<file path="src/rtl/sysdiv_pkg.sv">
package sysdiv_pkg;
  localparam int MAX_RATIO = 32;

  // Ratio for a code; any code beyond the table end uses the largest ratio.
  function automatic logic [7:0] code_ratio(input logic [3:0] code);
    case (code)
      4'd0: code_ratio = 8'd1;
      4'd1: code_ratio = 8'd2;
      4'd2: code_ratio = 8'd3;
      4'd3: code_ratio = 8'd4;
      4'd4: code_ratio = 8'd6;
      4'd5: code_ratio = 8'd8;
      4'd6: code_ratio = 8'd12;
      4'd7: code_ratio = 8'd16;
      4'd8: code_ratio = 8'd24;
      default: code_ratio = 8'(MAX_RATIO);
    endcase
  endfunction
endpackage

</file>
<file path="src/rtl/sysdiv_dom_counter.sv">
module sysdiv_dom_counter #(
  parameter int CODE_W = 4,
  parameter int CNT_W  = 5
) (
  input  logic              clk,
  input  logic              rst,
  input  logic [CODE_W-1:0] load_code,
  output logic              at_zero,
  output logic              tick_q
);
  logic [CNT_W-1:0] cnt_q;
  logic [7:0]       ratio;
  logic [CNT_W-1:0] reload;

  assign ratio   = sysdiv_pkg::code_ratio(4'(load_code));
  assign reload  = ratio[CNT_W-1:0] - CNT_W'(1);
  assign at_zero = (cnt_q == '0);

  always_ff @(posedge clk) begin
    if (rst) begin
      cnt_q  <= '0;
      tick_q <= 1'b0;
    end else begin
      tick_q <= at_zero;
      cnt_q  <= at_zero ? reload : cnt_q - CNT_W'(1);
    end
  end

  logic unused_ratio;
  assign unused_ratio = ^ratio[7:CNT_W];


  single_pulse_chk: assert property (@(posedge clk) disable iff (rst)
    (tick_q && reload != '0 && at_zero) |=> !at_zero);
endmodule

</file>
<file path="src/rtl/sysdiv_align.sv">
module sysdiv_align #(
  parameter int NDOM   = 4,
  parameter int CODE_W = 4
) (
  input  logic                   clk,
  input  logic                   rst,
  input  logic [NDOM-1:0]        zero_vec,
  input  logic                   chg_en,
  input  logic [NDOM*CODE_W-1:0] req_codes,
  output logic [NDOM*CODE_W-1:0] act_codes,
  output logic [NDOM*CODE_W-1:0] load_codes
);
  logic swap;

  assign swap       = (&zero_vec) && chg_en;
  assign load_codes = swap ? req_codes : act_codes;

  always_ff @(posedge clk) begin
    if (rst) act_codes <= '0;
    else if (swap) act_codes <= req_codes;
  end


  align_hold_chk: assert property (@(posedge clk) disable iff (rst)
    !(&zero_vec) |=> $stable(act_codes));
endmodule

</file>
<file path="src/rtl/sysdiv_half_tap.sv">
module sysdiv_half_tap (
  input  logic clk,
  input  logic rst,
  input  logic full_sel,
  output logic tick_q
);
  logic phase_q;

  always_ff @(posedge clk) begin
    if (rst) begin
      phase_q <= 1'b0;
      tick_q  <= 1'b0;
    end else begin
      phase_q <= ~phase_q;
      tick_q  <= full_sel | ~phase_q;
    end
  end


  tap_full_chk: assert property (@(posedge clk) disable iff (rst)
    $past(full_sel) && !$past(rst) |-> tick_q);
endmodule

</file>
<file path="src/rtl/sysdiv_top.sv">
module sysdiv_top #(
  parameter int NDOM     = 4,
  parameter int CODE_W   = 4,
  parameter int REG_W    = 32,
  parameter int HALF_BIT = 21,
  parameter int CHG_BIT  = 22,
  parameter int KO_BIT   = 30
) (
  input  logic             clk,
  input  logic             rst,
  input  logic             wr_en,
  input  logic [REG_W-1:0] wr_data,
  output logic [NDOM-1:0]  dom_tick,
  output logic             tap_tick,
  output logic             ko_tick
);
  localparam int CNT_W   = $clog2(sysdiv_pkg::MAX_RATIO);
  localparam int CODES_W = NDOM * CODE_W;
  localparam int MEM_IDX = NDOM - 1;

  logic [REG_W-1:0]   ctrl_q;
  logic [NDOM-1:0]    zero_vec;
  logic [CODES_W-1:0] act_codes;
  logic [CODES_W-1:0] load_codes;

  always_ff @(posedge clk) begin
    if (rst) ctrl_q <= '0;
    else if (wr_en) ctrl_q <= wr_data;
  end

  sysdiv_align #(.NDOM(NDOM), .CODE_W(CODE_W)) u_align (
    .clk(clk), .rst(rst), .zero_vec(zero_vec), .chg_en(ctrl_q[CHG_BIT]),
    .req_codes(ctrl_q[CODES_W-1:0]), .act_codes(act_codes),
    .load_codes(load_codes)
  );

  for (genvar g = 0; g < NDOM; g++) begin : g_dom
    sysdiv_dom_counter #(.CODE_W(CODE_W), .CNT_W(CNT_W)) u_cnt (
      .clk(clk), .rst(rst), .load_code(load_codes[g*CODE_W +: CODE_W]),
      .at_zero(zero_vec[g]), .tick_q(dom_tick[g])
    );


    ratio_one_chk: assert property (@(posedge clk) disable iff (rst)
      (act_codes[g*CODE_W +: CODE_W] == '0) |=> dom_tick[g]);
  end

  sysdiv_half_tap u_tap (
    .clk(clk), .rst(rst), .full_sel(ctrl_q[HALF_BIT]), .tick_q(tap_tick)
  );

  always_ff @(posedge clk) begin
    if (rst) ko_tick <= 1'b0;
    else ko_tick <= ctrl_q[KO_BIT] & zero_vec[MEM_IDX];
  end

  logic unused_ctrl;
  assign unused_ctrl = ^{ctrl_q[REG_W-1:CODES_W]};


  ko_follow_chk: assert property (@(posedge clk) disable iff (rst)
    ko_tick |-> dom_tick[MEM_IDX]);

  ko_gate_chk: assert property (@(posedge clk) disable iff (rst)
    !ctrl_q[KO_BIT] |=> !ko_tick);
endmodule

</file>
<file path="config.mk">
export PLATFORM = sky130hd
export DESIGN_NAME = sysdiv_top
export DESIGN_NICKNAME = d
export VERILOG_FILES = /design/src/rtl/sysdiv_pkg.sv /design/src/rtl/sysdiv_dom_counter.sv /design/src/rtl/sysdiv_align.sv /design/src/rtl/sysdiv_half_tap.sv /design/src/rtl/sysdiv_top.sv
export SDC_FILE = /design/constraint.sdc
export NUM_CORES = 1
export LEC_CHECK = 0
export ABC_AREA = 1
export BUFFER_PORTS_ARGS = -buffer_cell sky130_fd_sc_hd__buf_2
export CAP_MARGIN = 20
export CORE_MARGIN = 3
export CORE_UTILIZATION = 50
export DETAILED_ROUTE_END_ITERATION = 8
export PLACE_DENSITY = 0.85
export SETUP_SLACK_MARGIN = 0.05
export SLEW_MARGIN = 20
export SYNTH_ARGS = -nofsm -noshare
export SYNTH_HDL_FRONTEND = slang
export SYNTH_HIERARCHICAL = 1
export SYNTH_SLANG_ARGS = --single-unit
export TNS_END_PERCENT = 10
</file>
<file path="constraint.sdc">
create_clock -name clk -period 2.6 [get_ports clk]
set_clock_uncertainty 0.05 [all_clocks]
set_input_delay 0.26 -clock clk [delete_from_list [all_inputs] [get_ports clk]]
set_output_delay 0.26 -clock clk [all_outputs]
set_load 0.005 [all_outputs]
</file>
==> metrics <==
Yosys top cell by area=dfxtp_1; Req. time, crit path=2800 ps; worst-path fanout max=7; Area Overhead vs Synth=28.2%; DP HPWL=4.97 mm; WP data arrival=2880 ps; Placer Congestion=0.817; min Tclk post-route=2680 ps; Fill cells=472; Clock Tree Root=clkbuf_8; Max VDD drop=0.000539 V; core box area=6490 µm²; CTS tree=yes; # H-tree levels=3; total power=3.89 mW; slew margin rel.=0.594; Setup crit end kind=flop; Bufs and invs on worst path=3; crit path cell chain=nor2_2, nand2_2, nor2_4, nand3_4, o21bai_4, nand2_1, inv_1, inv_1, ha_4, nand2_1, nand2_1, nand2_1, nand2_2, inv_2, ha_4, nand3_2, nor2_2, nand2_1, nand2_1, nor2_1; Port Buffer Count=27; Synth Net Count=554; slowest cell on the critical path=dfxtp_2; largest net degree at the start of global routing=39; Setup crit start kind=flop; routed vias=3,464; fin worst setup slack=-83.0 ps; Pleak=2.31 nW; Initial Util=0.529; MaxCap Viol Count=0; syn avg cell area=6.78 µm²; share of cells above drive strength 1=0.338; Sinks on Clock Net=62; Slew @ Worst Pin=609 ps; multi-input gate area in the final layout=1940 µm²; die height=88.9 µm; cell row count=29; Synth Cell Area=3440 µm²; initial antenna violation count=0; Post-synth EDFFs=0; initial DRC count=303; Distinct cells, synth=25; most frequent cell after synthesis=nand2_1; number of nets in the layout=636; post-route ant nets=0; average vias per placed instance=5.16; final hold slack=141 ps; failing checks=negative setup slack; RSZ-0062 raised after global routing=true; Final Cell Area=4410 µm²; Die ar.=7910 µm²; cell mode on critical path=nand2_1; post-route insts no fill=671; post-layout util=0.678; Max Root-Sink Buffers=2; vias in the first global route=3,114; cts bufs inserted=9; Post-synth top cells=nand2_1, inv_1, nor2_1, dfxtp_1, nand3_1; Synth async-reset ratio=0; Final Max Tran Viols=0; Worst path max stage delay=330 ps; CP top delay family=simple AND/OR/NAND/NOR gates; min-delay worst type=in2reg; Peak Freq=0.373 GHz; CP Class=reg2reg; # IOs=41; Final setup viols=4; Total Wirelength=8.94 mm; top cell type's share of synthesized area=0.361; first-pass GRT wire length=12.3 mm; DRC violations left=0; top cells by area, synth=dfxtp_1, nand2_1, inv_1; Synth Instances=507; Total GRT Usage=0.197; synthesis-stage register bit count=62; later-pin clock latency in the skew report=350 ps; DIE WIDTH=88.9 µm; Power Density=883 nW/µm²; Seq/Total Area, Yosys=0.361; Clk pin slew, worst setup/hold paths=70 ps; synth warn=6; drt pass-1 iters=5; final setup TNS=-220 ps; final worst path period share=1.03; Fin. Hold Viols=0; status=finished with violations; diode count=0; Placed Instances=635; total grt overflow=0; top_reg_cell synth=dfxtp_1; Post-DP Area=3820 µm²; Reg area=1240 µm²; pre-CTS setup slack=-58.1 ps; Hold Buf Count CTS=0; WL per Instance=13.3 µm
==> routing by layer <==
| layer | global-route usage | part of all wire | vias to the layer above |
|---|---|---|---|
| met2 | 0.344 | 0.53 | 138 |
| met1 | 0.217 | 0.39 | 1609 |
| met4 | 0.0920 | 0.028 | 0 |
| met3 | 0.0636 | 0.051 | 30 |
| met5 | 0 | 0 | - |
| li1 | - | - | 1687 |
==> registers in the layout, summed over array words and instances (netlist names) <==
name                cells
g_dom.u_cnt/cnt_q      20
ctrl_q                 19
u_align/act_codes      16
g_dom.u_cnt/tick_q      4
ko_tick                 1
u_tap/phase_q           1
u_tap/tick_q            1
==> area by class of cell <==
type / count / share of cell area
multi-input combinational: 331 / 0.440
timing repair buffer: 79 / 0.125
timing repair inverter: 1 / 0.00114
clock inverter: 6 / 0.00880
inverter: 105 / 0.0911
sequential: 62 / 0.283
clock buffer: 10 / 0.0290
tap: 77 / 0.0219
==> cell usage in the layout (no fill, tap or decap), types with 15 or more instances in the layout <==
master / netlist / routed
inv_2: 4 / 23
nor2_1: 83 / 80
nand3_2: 10 / 15
inv_1: 101 / 80
nand2_2: 10 / 22
nand2_1: 130 / 117
nand3_1: 30 / 24
buf_2: 1 / 27
dfxtp_1: 62 / 59
buf_4: 1 / 47
==> worst register-to-register path: stages (launching register included) <==
cell,delay (ps)
dfxtp_2,330
nor2_2,120
nand2_2,90
nor2_4,210
nand3_4,220
o21bai_4,190
nand2_1,100
inv_1,90
inv_1,90
ha_4,230
nand2_1,70
nand2_1,70
nand2_1,80
nand2_2,60
inv_2,70
ha_4,130
nand3_2,90
nor2_2,140
nand2_1,60
nand2_1,60
nor2_1,40
==> cell families after synthesis <==
| group | Yosys count | synth area share |
|---|---|---|
| fa+ha+maj | 12 | 0.0437 |
| buf+inv | 116 | 0.150 |
| compound gates | 28 | 0.0633 |
| flops | 62 | 0.361 |
| simple gates | 289 | 0.382 |
==> path summary, 6_finish.rpt <==
| check | end | cells past startpoint | slack, ps | startpoint |
|---|---|---|---|---|
| max | g_dom[2].u_cnt/cnt_q[4] | 20 | -80 | g_dom[2].u_cnt/cnt_q[2] |
| min | ctrl_q[21] | 5 | 140 | wr_data[21] |
| max reg2reg | g_dom[2].u_cnt/cnt_q[4] | 20 | -80 | g_dom[2].u_cnt/cnt_q[2] |
| min reg2reg | ko_tick | 2 | 400 | ctrl_q[30] |
==> repair_timing <==
action                     CTS  global route
buffers inserted             5            12
gates resized for setup      8            69
setup endpoints to repair    5            16
gates cloned                 1             2
pin swaps                    1            33
==> power breakdown <==
part	switching (mW)	total (mW)	internal [mW]
combinational	1.12	1.96	0.839
sequential	0.0745	1.21	1.14
clock	0.386	0.727	0.341
total	1.58	3.89	2.32
No activity file was read; power rests on OpenSTA's default activity.
